### src/rtl/ucu_pkg.sv
package ucu_pkg;

  localparam int unsigned UADDR_W   = 6;
  localparam int unsigned OPC_W     = 4;
  localparam int unsigned GRP_W     = 3;
  localparam int unsigned MEM_W     = 2;
  localparam int unsigned FSEL_W    = 2;
  localparam int unsigned FLAG_N    = 1 << FSEL_W;
  localparam int unsigned MAP_SHIFT = 2;
  localparam int unsigned DEPTH     = 1 << UADDR_W;

  typedef enum logic [1:0] {
    NA_INC = 2'b00,
    NA_JMP = 2'b01,
    NA_JCC = 2'b10,
    NA_MAP = 2'b11
  } na_e;

  typedef enum logic [FSEL_W-1:0] {
    FL_ZERO  = 2'd0,
    FL_NEG   = 2'd1,
    FL_CARRY = 2'd2,
    FL_OVF   = 2'd3
  } flag_e;

  typedef enum logic {
    PH_FETCH = 1'b0,
    PH_EXEC  = 1'b1
  } ph_e;

  typedef struct packed {
    na_e                na;
    flag_e              fsel;
    logic [UADDR_W-1:0] target;
    logic [GRP_W-1:0]   src;
    logic [GRP_W-1:0]   dst;
    logic [GRP_W-1:0]   alu;
    logic [MEM_W-1:0]   mem;
  } uword_t;

  function automatic uword_t mk_word(na_e na, flag_e fs, int unsigned tgt,
                                     int unsigned s, int unsigned d,
                                     int unsigned a, int unsigned m);
    uword_t w;
    w.na     = na;
    w.fsel   = fs;
    w.target = UADDR_W'(tgt);
    w.src    = GRP_W'(s);
    w.dst    = GRP_W'(d);
    w.alu    = GRP_W'(a);
    w.mem    = MEM_W'(m);
    return w;
  endfunction

  // resident microprogram; unlisted words return to fetch with no controls
  function automatic uword_t ucode_at(int unsigned addr);
    case (addr)
      0:       return mk_word(NA_INC, FL_ZERO,  0, 1, 1, 0, 1);
      1:       return mk_word(NA_INC, FL_ZERO,  0, 2, 2, 1, 0);
      2:       return mk_word(NA_MAP, FL_ZERO,  0, 0, 0, 0, 0);
      4:       return mk_word(NA_INC, FL_ZERO,  0, 3, 3, 2, 0);
      5:       return mk_word(NA_JCC, FL_ZERO,  7, 0, 0, 3, 0);
      6:       return mk_word(NA_JMP, FL_ZERO,  0, 4, 4, 0, 0);
      7:       return mk_word(NA_JMP, FL_ZERO,  0, 0, 5, 0, 2);
      8:       return mk_word(NA_INC, FL_ZERO,  0, 0, 0, 4, 0);
      9:       return mk_word(NA_JCC, FL_CARRY, 0, 5, 0, 0, 0);
      10:      return mk_word(NA_JMP, FL_ZERO,  0, 0, 6, 0, 0);
      12:      return mk_word(NA_JCC, FL_NEG,  14, 0, 0, 6, 0);
      13:      return mk_word(NA_JCC, FL_OVF,   0, 6, 0, 0, 0);
      14:      return mk_word(NA_JMP, FL_ZERO,  0, 0, 7, 0, 3);
      60, 61,
      62:      return mk_word(NA_INC, FL_ZERO,  0, 0, 0, 5, 0);
      63:      return mk_word(NA_INC, FL_ZERO,  0, 0, 0, 7, 0);
      default: return mk_word(NA_JMP, FL_ZERO,  0, 0, 0, 0, 0);
    endcase
  endfunction

endpackage

### src/rtl/ucu_store.sv
module ucu_store
  import ucu_pkg::*;
#(
  parameter int unsigned AW    = UADDR_W,
  localparam int unsigned WORDS = 1 << AW
) (
  input  logic [AW-1:0] addr_i,
  output uword_t        word_o
);

  uword_t rom [WORDS];

  for (genvar i = 0; i < WORDS; i++) begin : g_word
    assign rom[i] = ucode_at(i);
  end

  assign word_o = rom[addr_i];

endmodule

### src/rtl/ucu_next_addr.sv
module ucu_next_addr
  import ucu_pkg::*;
#(
  parameter int unsigned AW    = UADDR_W,
  parameter int unsigned OW    = OPC_W,
  parameter int unsigned SHIFT = MAP_SHIFT
) (
  input  logic [AW-1:0]     car_i,
  input  na_e               na_i,
  input  flag_e             fsel_i,
  input  logic [AW-1:0]     target_i,
  input  logic [FLAG_N-1:0] flags_i,
  input  logic [OW-1:0]     opcode_i,
  output logic [AW-1:0]     nxt_o
);

  logic [AW-1:0] inc_addr;
  logic [AW-1:0] map_addr;
  logic          cond_hit;

  assign inc_addr = car_i + AW'(1);  // wraps at the top of the store
  assign map_addr = AW'({opcode_i, {SHIFT{1'b0}}});
  assign cond_hit = flags_i[fsel_i];

  always_comb begin
    unique case (na_i)
      NA_INC:  nxt_o = inc_addr;
      NA_JMP:  nxt_o = target_i;
      NA_JCC:  nxt_o = cond_hit ? target_i : inc_addr;
      NA_MAP:  nxt_o = map_addr;
      default: nxt_o = inc_addr;
    endcase
  end

endmodule

### src/rtl/ucu_field_dec.sv
module ucu_field_dec #(
  parameter int unsigned W     = 3,
  localparam int unsigned LINES = (1 << W) - 1
) (
  input  logic             en_i,
  input  logic [W-1:0]     code_i,
  output logic [LINES-1:0] dec_o
);

  // code 0 is the group's no-op
  for (genvar i = 0; i < LINES; i++) begin : g_line
    assign dec_o[i] = en_i && (code_i == W'(i + 1));
  end

endmodule

### src/rtl/ucu_sequencer.sv
module ucu_sequencer
  import ucu_pkg::*;
#(
  parameter int unsigned AW    = UADDR_W,
  parameter int unsigned OW    = OPC_W,
  parameter int unsigned SHIFT = MAP_SHIFT,
  localparam int unsigned GL   = (1 << GRP_W) - 1,
  localparam int unsigned ML   = (1 << MEM_W) - 1
) (
  input  logic              clk_i,
  input  logic              rst_ni,
  input  logic [OW-1:0]     opcode_i,
  input  logic [FLAG_N-1:0] flags_i,
  output logic [GL-1:0]     src_o,
  output logic [GL-1:0]     dst_o,
  output logic [GL-1:0]     alu_o,
  output logic [ML-1:0]     mem_o,
  output logic [AW-1:0]     uaddr_o
);

  ph_e           phase_q;
  logic [AW-1:0] car_q;
  uword_t        cbr_q;
  uword_t        rom_word;
  logic [AW-1:0] nxt_addr;
  logic          exec_en;

  ucu_store #(.AW(AW)) u_store (
    .addr_i (car_q),
    .word_o (rom_word)
  );

  ucu_next_addr #(.AW(AW), .OW(OW), .SHIFT(SHIFT)) u_next (
    .car_i    (car_q),
    .na_i     (cbr_q.na),
    .fsel_i   (cbr_q.fsel),
    .target_i (cbr_q.target),
    .flags_i  (flags_i),
    .opcode_i (opcode_i),
    .nxt_o    (nxt_addr)
  );

  // fetch loads the buffer; execute drives controls and advances the address
  always_ff @(posedge clk_i or negedge rst_ni) begin
    if (!rst_ni) begin
      phase_q <= PH_FETCH;
      car_q   <= '0;
      cbr_q   <= '0;
    end else if (phase_q == PH_FETCH) begin
      cbr_q   <= rom_word;
      phase_q <= PH_EXEC;
    end else begin
      car_q   <= nxt_addr;
      phase_q <= PH_FETCH;
    end
  end

  assign exec_en = (phase_q == PH_EXEC);
  assign uaddr_o = car_q;

  ucu_field_dec #(.W(GRP_W)) u_dec_src (.en_i(exec_en), .code_i(cbr_q.src), .dec_o(src_o));
  ucu_field_dec #(.W(GRP_W)) u_dec_dst (.en_i(exec_en), .code_i(cbr_q.dst), .dec_o(dst_o));
  ucu_field_dec #(.W(GRP_W)) u_dec_alu (.en_i(exec_en), .code_i(cbr_q.alu), .dec_o(alu_o));
  ucu_field_dec #(.W(MEM_W)) u_dec_mem (.en_i(exec_en), .code_i(cbr_q.mem), .dec_o(mem_o));


  a_r1_reset_quiet: assert property (@(posedge clk_i)
    !rst_ni |-> (uaddr_o == '0 && src_o == '0 && dst_o == '0 && alu_o == '0 && mem_o == '0));


  a_r2_phase_toggles: assert property (@(posedge clk_i) disable iff (!rst_ni)
    $past(rst_ni) |-> (phase_q != $past(phase_q)));

  a_r2_addr_held_in_exec: assert property (@(posedge clk_i) disable iff (!rst_ni)
    ($past(rst_ni) && phase_q == PH_EXEC) |-> $stable(car_q));

  a_r2_fetch_no_controls: assert property (@(posedge clk_i) disable iff (!rst_ni)
    (phase_q == PH_FETCH) |-> (src_o == '0 && dst_o == '0 && alu_o == '0 && mem_o == '0));


  a_r3_groups_onehot0: assert property (@(posedge clk_i) disable iff (!rst_ni)
    $onehot0(src_o) && $onehot0(dst_o) && $onehot0(alu_o) && $onehot0(mem_o));

  a_r3_zero_code_idle: assert property (@(posedge clk_i) disable iff (!rst_ni)
    (phase_q == PH_EXEC) |-> (((src_o != '0) == (cbr_q.src != '0)) &&
                               ((mem_o != '0) == (cbr_q.mem != '0))));


  a_r4_increment: assert property (@(posedge clk_i) disable iff (!rst_ni)
    (phase_q == PH_EXEC && cbr_q.na == NA_INC) |=> (car_q == $past(car_q) + AW'(1)));


  a_r5_jump: assert property (@(posedge clk_i) disable iff (!rst_ni)
    (phase_q == PH_EXEC && cbr_q.na == NA_JMP) |=> (car_q == $past(cbr_q.target)));


  a_r6_cond_taken: assert property (@(posedge clk_i) disable iff (!rst_ni)
    (phase_q == PH_EXEC && cbr_q.na == NA_JCC && flags_i[cbr_q.fsel])
      |=> (car_q == $past(cbr_q.target)));

  a_r6_cond_fall: assert property (@(posedge clk_i) disable iff (!rst_ni)
    (phase_q == PH_EXEC && cbr_q.na == NA_JCC && !flags_i[cbr_q.fsel])
      |=> (car_q == $past(car_q) + AW'(1)));


  a_r7_dispatch: assert property (@(posedge clk_i) disable iff (!rst_ni)
    (phase_q == PH_EXEC && cbr_q.na == NA_MAP)
      |=> (car_q == AW'({$past(opcode_i), {SHIFT{1'b0}}})));

endmodule

### config.mk
export PLATFORM = sky130hd
export DESIGN_NAME = ucu_sequencer
export DESIGN_NICKNAME = d
export VERILOG_FILES = /design/src/rtl/ucu_pkg.sv /design/src/rtl/ucu_store.sv /design/src/rtl/ucu_next_addr.sv /design/src/rtl/ucu_field_dec.sv /design/src/rtl/ucu_sequencer.sv
export SDC_FILE = /design/constraint.sdc
export NUM_CORES = 1
export LEC_CHECK = 0
export ABC_AREA = 1
export ABC_CLOCK_PERIOD_IN_PS = 1350
export CAP_MARGIN = 10
export CORE_MARGIN = 2
export CORE_UTILIZATION = 25
export CTS_BUF_LIST = sky130_fd_sc_hd__clkbuf_4 sky130_fd_sc_hd__clkbuf_8
export DETAILED_ROUTE_END_ITERATION = 16
export DONT_BUFFER_PORTS = 1
export PLACE_DENSITY_LB_ADDON = 0.25
export SYNTH_ARGS = -nofsm -noshare
export SYNTH_HDL_FRONTEND = slang
export SYNTH_SLANG_ARGS = --single-unit
### constraint.sdc
create_clock -name clk_i -period 1.35 [get_ports clk_i]
set_input_delay 0 -clock clk_i [delete_from_list [all_inputs] [get_ports clk_i]]
set_output_delay 0 -clock clk_i [all_outputs]
set_load 0.1 [all_outputs]
==> flow_summary.yaml, run 1 <==
power_and_ir_drop:
  combPwrFrac_pct: 72.1
  seqPwrFrac_pct: 21.3
  p_per_area_mw_per_mm2: 2510
  p_total_uw: 7150
  clockPowerShare_pct: 6.6
  power.net_switching_uw: 4090
  vdd_drop_max_uv: 1330
  p_leak_uw: 0.00116
  swShare_pct: 57.1
  power.internal_uw: 3070
critical_path:
  end_kind: "primary output"
  critPathMaxFanout: 6
  arrival_ns: 1.40
  crit_path_start_kind: "flip-flop"
  rrSetupSlack_ns: -0.04
  rr_worst_depth: 8
  reg2reg_from: "uaddr_o[0]$_DFFE_PN0P_"
  crit_type: "flip-flop to primary output"
  cp-startpoint: "exec_en$_DFF_PN0_"
  cp.required_ns: 1.35
  reg2reg_to: "uaddr_o[2]$_DFFE_PN0P_"
logic_synthesis:
  syn_area_mm2: 0.00162
  ys_warn_count: 0
  syn_nets: 234
  ys_types: 30
  syn_area_per_cell_um2: 7.40
  netlist_instances: 219
  synth_seq_cells: 25
  ys_seq_area_share_pct: 38.6
floorplanning:
  initial_utilization_pct: 25.7
  die_h_um: 84.5
  dieArea_mm2: 0.00715
  io_pins: 40
  core.rowCount: 29
  core_mm2: 0.00631
  die_w_um: 84.5
clock_tree:
  cts_tree: "done"
  clkLatencyLatePin_ns: 0.27
  h-tree-depth: 1
  clkSinkCount: 25
  clkTransAtPathRegs_ns: 0.09
  clockBufferDepth: 2
  numCtsBuffers: 3
  root_buffer: "clkbuf_8"
routing:
  vias: 1636
  drt_wl_total_um: 4640
  post-route-drc-count: 0
  dr.pass1.iters: 4
  drt_iter0_drc: 117
  wire_per_inst_um: 13.4
  viasPerCell: 4.71
  ant_nets: 0
sta:
  skew_ns: 0.00473
  finalHoldViolations: 0
  tightest_slew_ns: 0.279
  min_period_over_period_pct: 104
  rsz0062_at_grt: "yes"
  clock.fmax_mhz: 715
  whs_ns: 0.143
  layout_min_cycle_time_ns: 1.40
  drv_slew: 0
  relSlewSlack_pct: 81.4
  finalSetupViolations: 12
  layout_setup_ws_ns: -0.0486
global_routing:
  grt_max_degree: 26
  grt_pass1_wl_um: 8000
  overflow: 0
  grt_use_total_pct: 13.9
  grt_pass1_vias: 1683
  antenna_found_initial: 0
placement:
  io_buffers: 0
  place_inst: 330
  dp_hpwl_um: 3610
  placed_cell_area_mm2: 0.00253
  gp_congestion: 0.835
final_layout:
  syn_to_final_growth_pct: 76.1
  layout-drive-gt1-share_pct: 48.9
  final_util_pct: 45.2
  postLayoutCellArea_mm2: 0.00286
  antenna_cells: 0
  nets: 286
  fillerInstances: 618
  fin_cells: 347
flow_run:
  maxCapViolations: 0
hold_path:
  min_path_type: "input port to asynchronous set/reset pin"
run_status:
  status: "complete, but fails checks"
  violations: "negative setup slack"
[critical path: stages (launching register included)]
cell and delay (ns):
dfrtp_2 0.49, inv_4 0.07, or2_4 0.27, nor2_4 0.11, buf_12 0.18
[logic make-up (layout without fill, tap and decap cells)]
| group | after synthesis | after routing | synth area share, % |
|---|---|---|---|
| XOR/XNOR | 1 | 1 | 0.540 |
| AO/OA/AOI/OAI | 35 | 35 | 13.9 |
| adder cells (fa/ha/maj) | 5 | 5 | 3.86 |
| flip-flops | 25 | 25 | 38.6 |
| AND/OR/NAND/NOR | 119 | 119 | 33.5 |
| buffers and inverters | 34 | 85 | 9.65 |
[sequential cells by signal, indices dropped and copies added (netlist names)]
name,cells
uaddr_o,6
exec_en,1
cbr_q,18
[metrics by stage]
step                      setup TNS, ns  setup WS [ns]
after global routing              -1.40         -0.112
after floorplan                   -2.88         -0.240
after CTS                        -0.283        -0.0412
final                            -0.443        -0.0486
after detailed placement        -0.0249        -0.0249
after global placement                0         0.0188
[layout by cell type (no fill, tap or decap), drive strengths merged, types with 3 or more instances in the layout]
| cell | n |
|---|---|
| a211oi | 3 |
| dlygate4sd3 | 5 |
| ha | 5 |
| nand2 | 55 |
| o22ai | 5 |
| clkbuf | 4 |
| inv | 27 |
| nand4 | 3 |
| a21oi | 4 |
| o21ai | 16 |
| nand3 | 17 |
| or2 | 4 |
| nor3 | 6 |
| nor2 | 34 |
| dfrtp | 25 |
| buf | 49 |
[Yosys cell counts, drive strengths merged]
| library cell | instances | area, µm² |
|---|---|---|
| nand3 | 17 | 100 |
| dfrtp | 25 | 626 |
| a21oi | 4 | 20.0 |
| o211ai | 2 | 15.0 |
| o2111ai | 1 | 8.76 |
| xor2 | 1 | 8.76 |
| nor2 | 34 | 148 |
| buf | 7 | 55.1 |
| nand4 | 3 | 18.8 |
| or2 | 4 | 25.0 |
| nor3 | 6 | 40.0 |
| o22ai | 5 | 31.3 |
| nand2 | 55 | 211 |
| a211oi | 3 | 37.5 |
| o21ai | 16 | 83.8 |
| ha | 5 | 62.6 |
| a22oi | 1 | 7.51 |
| o311ai | 1 | 8.76 |
| a31oi | 2 | 12.5 |
| inv | 27 | 101 |
[power groups by stage]
stage	clock network [µW]	registers [µW]	logic, µW
2_1_floorplan	0	1950	2950
6_report	474	1520	5160
3_5_place_dp	0	1530	4700
4_1_cts	494	1520	4910
5_1_grt	516	1580	5470
3_3_place_gp	0	1530	4700
[how the worst max path moves through the flow]
stage | endpoint | slack (ns)
global placement | uaddr_o[2]$_DFFE_PN0P_ | 0.02
finish | dst_o[1] | -0.05
detailed placement | uaddr_o[2]$_DFFE_PN0P_ | -0.02
global route | uaddr_o[2]$_DFFE_PN0P_ | -0.11
floorplan | alu_o[0] | -0.24
CTS | uaddr_o[2]$_DFFE_PN0P_ | -0.04
[per-layer routing]
| metal | wire (µm) | up-vias | track usage [%] | part of all wire (%) |
|---|---|---|---|---|
| met5 | 0 | - | 0 | 0 |
| met4 | 65 | 0 | 4.18 | 1.4 |
| met3 | 215 | 6 | 2.16 | 4.6 |
| met2 | 2400 | 44 | 24.1 | 52 |
| met1 | 1970 | 767 | 17.8 | 42 |
| li1 | - | 819 | - | - |
[layout make-up]
class / instances / area [µm²] / area share (%)
Clock buffer: 4 / 48.8 / 1.71
Timing Repair Buffer: 54 / 774 / 27.1
Tap cell: 77 / 96.3 / 3.37
Multi-Input combinational cell: 160 / 1170 / 41.1
Inverter: 27 / 116 / 4.08
Sequential cell: 25 / 647 / 22.7
[timing repair]
action                     in CTS  in global routing
setup buffers                   2                  5
setup endpoints to repair      25                 34
hold buffers                    6                  0
hold endpoints to repair       29                  0
pin swaps                       1                 10
resized for setup              18                 24
Power figures use the tool's default switching activity.
==> inputs of run 2 (changes only) <==
- ABC_CLOCK_PERIOD_IN_PS: 1350 -> 1160
- SYNTH_HIERARCHICAL: default -> 1
- clock period: 1.35 -> 1.16 ns (I/O delays scaled with it)
==> flow_summary.yaml, run 2 <==
sta:
  tns_ns: -5.53
  min_period_over_period_pct: 119
  clock.fmax_mhz: 723
  finalHoldViolations: 0
  skew_ns: 0.00172
  finalSetupViolations: 48
  rsz0062_at_grt: "yes"
  whs_ns: 0.146
  layout_min_cycle_time_ns: 1.38
  layout_setup_ws_ns: -0.223
  drv_slew: 0
global_routing:
  grt_max_degree: 29
  overflow: 0
  grt_use_total_pct: 14.0
  antenna_found_initial: 0
  grt_pass1_vias: 2082
  grt_pass1_wl_um: 9760
logic_synthesis:
  synth_ff_type: "dfrtp_1"
  ys_types: 27
  synthTopCellsByArea: "dfrtp_1 36%, nand2_1 25%, nor2_1 6.8%, inv_1 4.3%, nand3_1 3.6%"
  post-synth-top-area-cell: "dfrtp_1"
  async_flop_share_pct: 100
  synth.top_cell.area_share_pct: 36.1
  yosysMostFrequentCell: "nand2_1"
  synth_edf_count: 0
  ys_warn_count: 6
  synth_seq_cells: 28
  syn_area_per_cell_um2: 6.81
  ys_seq_area_share_pct: 36.1
  syn_area_mm2: 0.00194
  netlist_instances: 285
  synthTopCellsByCount: "130 x nand2_1, 35 x nor2_1, 28 x dfrtp_1"
run_status:
  violations: "negative setup slack"
  status: "complete, but fails checks"
final_layout:
  layout_commonest_cell: "nand2_1"
  largest-register: "cbr_q"
  largest_reg_flops: 21
  layout-drive-gt1-share_pct: 59.1
  syn_to_final_growth_pct: 103
  postLayoutCellArea_mm2: 0.00394
  antenna_cells: 0
  final_cell_mix: "97 x nand2_1, 40 x buf_12, 28 x buf_4, 27 x nor2_4, 26 x nand2_2"
  nets: 390
clock_tree:
  clockBufferDepth: 2
  clkTransAtPathRegs_ns: 0.10
  clkSinkCount: 28
  h-tree-depth: 1
  clkLatencyLatePin_ns: 0.28
  numCtsBuffers: 3
  cts_tree: "done"
  root_buffer: "clkbuf_8"
critical_path:
  crit_chain: "inv_4, ha_4, nand2_4, nor2_4, nand2_4, o21ai_4, nand2_1, nand2_1"
  critPathMaxStageDelay_ns: 0.56
  critPathMaxFanout: 6
  arrival_ns: 1.61
  end_kind: "flip-flop"
  cp.required_ns: 1.38
  slowest_stage: "dfrtp_4"
  crit_type: "flip-flop to flip-flop"
  crit_path_start_kind: "flip-flop"
routing:
  drt_iter0_drc: 75
  drt_wl_total_um: 6220
  wire_per_inst_um: 13.1
  dr.pass1.iters: 4
  ant_nets: 0
  viasPerCell: 4.40
  vias: 2094
  post-route-drc-count: 0
floorplanning:
  initial_utilization_pct: 25.5
  die_h_um: 92.1
  core_mm2: 0.00761
  die_w_um: 92.1
  core.rowCount: 32
  io_pins: 40
  dieArea_mm2: 0.00848
placement:
  io_buffers: 0
  gp_congestion: 0.867
  placed_cell_area_mm2: 0.00295
  pre_cts_ws_ns: -0.172
  dp_hpwl_um: 3550
power_and_ir_drop:
  p_leak_uw: 0.00179
  vdd_drop_max_uv: 1270
  p_per_area_mw_per_mm2: 2110
flow_run:
  maxCapViolations: 0
hold_path:
  min_path_type: "input port to asynchronous set/reset pin"
==> run 2: changes by cell type in the layout (fill, tap and decap cells not counted), sizes merged, moves of 4 or more <==
cell   previous run  this run
a21oi             4         9
buf              49        86
nand2            55       139
nor2             34        38
nor3              6         2
o21ai            16         2
o22ai             5         0
==> run 2: timing repair <==
action | CTS | global route
endpoints found under the setup margin | 52 | 57
hold buffers | 6 | 0
buffers inserted | 17 | 17
cloned | 2 | 1
endpoints found under the hold margin | 32 | 0
pin swaps | 18 | 56
gates resized for setup | 57 | 82
==> run 2: kinds of logic (layout without fill, tap and decap cells) <==
group                    Yosys count  in the layout  synth area share [%]
adder cells (fa/ha/maj)            5              5                  3.22
AO/OA/AOI/OAI                     11             11                  3.03
buffers and inverters             35            123                  10.3
XOR/XNOR                           4              4                  1.81
flip-flops                        28             28                  36.1
AND/OR/NAND/NOR                  201            201                  45.4
other                              1              2                 0.193
==> run 2: worst paths after layout <==
kind,slack (ns),start,end,depth (start not counted)
worst max-delay path,-0.22,uaddr_o[0]$_DFFE_PN0P_,cbr_q[13]$_DFFE_PN0N_,8
worst min-delay path,0.15,rst_ni,uaddr_o[2]$_DFFE_PN0P_,2
worst min register to register,0.49,cbr_q[15]$_DFFE_PN0N_,cbr_q[15]$_DFFE_PN0N_,2
min in group clk_i,0.27,flags_i[0],uaddr_o[1]$_DFFE_PN0P_,8
max in group asynchronous,0.84,rst_ni,uaddr_o[0]$_DFFE_PN0P_,2
worst max register to register,-0.22,uaddr_o[0]$_DFFE_PN0P_,cbr_q[13]$_DFFE_PN0N_,8
==> run 2: layout make-up <==
cell class | instances | area (µm²)
inverters | 25 | 118
fillers | 694 | 3670
well taps | 102 | 128
clock buffers | 4 | 55.1
flip-flops and latches | 28 | 727
multi-input cells | 223 | 1620
repair inverters | 3 | 31.3
repair buffers | 91 | 1260
==> run 2: report_power, final <==
part,internal (µW),switching [µW]
Sequential,1250,412
Clock,305,327
Combinational,2500,3510
==> run 2: metal layers <==
layer / share of wire (%) / track usage, %
met5: 0 / 0
met4: 2.4 / 4.60
met3: 3.8 / 2.05
met2: 54 / 26.6
met1: 39 / 16.0
==> run 2: metrics by stage <==
step / util [%] / total power (µW) / instances
after floorplan: - / 4660 / 286
after global placement: 38.8 / 6000 / 430
after detailed placement: 38.8 / 6030 / 430
after CTS: 45.5 / 7240 / 459
after global routing: 51.8 / 8760 / 476
final: 51.8 / 8300 / 476
==> run 2: worst max-delay path: cells and delay by family (launching register included) <==
kind | cells | cell delay, ns
flops | 1 | 0.56
simple gates | 5 | 0.41
fa+ha+maj | 1 | 0.17
buf+inv | 1 | 0.11
compound gates | 1 | 0.08
==> inputs of run 3 (changes only) <==
- ABC_AREA: 1 -> 0
- BUFFER_PORTS_ARGS: default -> -buffer_cell sky130_fd_sc_hd__buf_2
- DONT_BUFFER_PORTS: 1 -> default
==> flow_summary.yaml, run 3 <==
global_routing:
  antenna_found_initial: 0
  overflow: 0
  grt_use_total_pct: 12.2
  grt_max_degree: 24
  grt_pass1_wl_um: 8770
  grt_pass1_vias: 1786
placement:
  placed_cell_area_mm2: 0.00313
  dp_hpwl_um: 3520
  io_buffers: 39
  pre_cts_ws_ns: -0.608
  gp_congestion: 0.757
power_and_ir_drop:
  vdd_drop_max_uv: 1150
  p_total_uw: 8460
  p_per_area_mw_per_mm2: 2120
  p_leak_uw: 0.00181
sta:
  layout_setup_ws_ns: -0.639
  layout_min_cycle_time_ns: 1.80
  drv_slew: 0
  finalSetupViolations: 54
  skew_ns: 0.00317
  min_period_over_period_pct: 155
  rsz0062_at_grt: "yes"
  finalHoldViolations: 0
  clock.fmax_mhz: 556
  whs_ns: 0.152
logic_synthesis:
  synth_ff_type: "dfrtp_1"
  synth.top_cell.area_share_pct: 33.8
  synth_seq_cells: 28
  syn_area_per_cell_um2: 11.3
  netlist_instances: 184
  yosysMostFrequentCell: "dfrtp_1"
  synthTopCellsByArea: "dfrtp_1 34%, mux2_4 14%, and4bb_2 5.4%, mux2_2 5.4%, and4b_2 4.9%"
  synth_edf_count: 0
  post-synth-top-area-cell: "dfrtp_1"
  ys_seq_area_share_pct: 33.8
  ys_warn_count: 6
  async_flop_share_pct: 100
  synthTopCellsByCount: "28 x dfrtp_1, 19 x mux2_4, 11 x nand2_1"
  syn_area_mm2: 0.00207
  ys_types: 49
critical_path:
  critPathMaxFanout: 8
  reg2reg_to: "uaddr_o[3]$_DFFE_PN0P_"
  end_kind: "flip-flop"
  crit_path_start_kind: "flip-flop"
  crit_type: "flip-flop to flip-flop"
  cp.required_ns: 1.34
  cp-startpoint: "cbr_q[17]$_DFFE_PN0N_"
  arrival_ns: 1.98
  rrSetupSlack_ns: -0.64
  rr_worst_depth: 5
  reg2reg_from: "cbr_q[17]$_DFFE_PN0N_"
routing:
  ant_nets: 0
  wire_per_inst_um: 15.8
  post-route-drc-count: 0
  vias: 1831
  viasPerCell: 4.61
  dr.pass1.iters: 4
  drt_wl_total_um: 6290
  drt_iter0_drc: 54
floorplanning:
  io_pins: 40
  die_h_um: 95.0
  core.rowCount: 33
  die_w_um: 95.0
  core_mm2: 0.00813
  dieArea_mm2: 0.00903
  initial_utilization_pct: 25.5
clock_tree:
  clkLatencyLatePin_ns: 0.28
  root_buffer: "clkbuf_8"
  clkSinkCount: 28
  numCtsBuffers: 3
  clockBufferDepth: 2
  cts_tree: "done"
  clkTransAtPathRegs_ns: 0.11
  h-tree-depth: 1
final_layout:
  final_util_pct: 49.2
  largest-register: "cbr_q"
  layout_commonest_cell: "buf_12"
  nets: 308
  postLayoutCellArea_mm2: 0.00400
  syn_to_final_growth_pct: 93.1
  antenna_cells: 0
  layout-drive-gt1-share_pct: 78.4
  largest_reg_flops: 21
  final_cell_mix: "37 x buf_12, 33 x buf_4, 32 x buf_6, 23 x mux2_4, 21 x dfrtp_1"
hold_path:
  min_path_type: "input port to asynchronous set/reset pin"
run_status:
  violations: "negative setup slack"
  status: "complete, but fails checks"
flow_run:
  maxCapViolations: 0
-- run 3: cell type report --
cell class              count  area [µm²]
well taps                 105         131
clock buffers               3        41.3
clock inverters             1        30.0
fillers                   688        4140
multi-input cells         138        1530
inverters                   5        26.3
flip-flops and latches     28         724
repair buffers            117        1520
-- run 3: how the worst max path moves through the flow --
stage | end | slack [ns]
final | uaddr_o[3]$_DFFE_PN0P_ | -0.64
after global routing | uaddr_o[3]$_DFFE_PN0P_ | -0.70
after global placement | uaddr_o[2]$_DFFE_PN0P_ | -0.54
after floorplan | uaddr_o[2]$_DFFE_PN0P_ | -0.59
after detailed placement | uaddr_o[0]$_DFFE_PN0P_ | -0.61
after CTS | uaddr_o[1]$_DFFE_PN0P_ | -0.59
-- run 3: worst max-delay path, cell delays in order, from the launching register on --
cell and delay (ns):
dfrtp_1 0.38, mux4_2 0.54, and2_4 0.23, mux2i_1 0.18, o21ai_1 0.09, mux2_4 0.27
-- run 3: power breakdown --
group | switching, µW | internal, µW | total, µW
registers | 443 | 1230 | 1680
logic | 3020 | 2960 | 5980
clock network | 342 | 463 | 805
-- run 3: logic make-up after synthesis --
logic type / share of synthesized area [%]
other cells: 0.181
simple gates: 22.2
xor+xnor: 1.69
compound gates: 8.88
buf+inv: 6.95
flops: 33.8
fa+ha+maj: 3.02
mux: 23.2
-- run 3: layer usage --
metal	global-route usage, %	up-vias	routed length, µm
li1	-	897	-
met1	15.9	899	2840
met2	21.4	27	3220
met3	1.19	8	132
met4	3.74	0	94
met5	0	-	0
-- run 3: what timing repair did --
action                                 4_1_cts  5_1_grt
endpoints found under the hold margin       28        0
pin swaps                                   23        9
setup buffers                               19       20
setup endpoints to repair                   51       55
resized for setup                           68       35
hold buffers                                 1        0
gates cloned                                 1        4
-- run 3: per-stage QoR --
step | setup TNS, ns | instances
floorplan | -10.35 | 185
finish | -15.53 | 397
detailed placement | -8.95 | 353
global route | -17.64 | 397
global placement | -8.49 | 353
CTS | -15.03 | 376
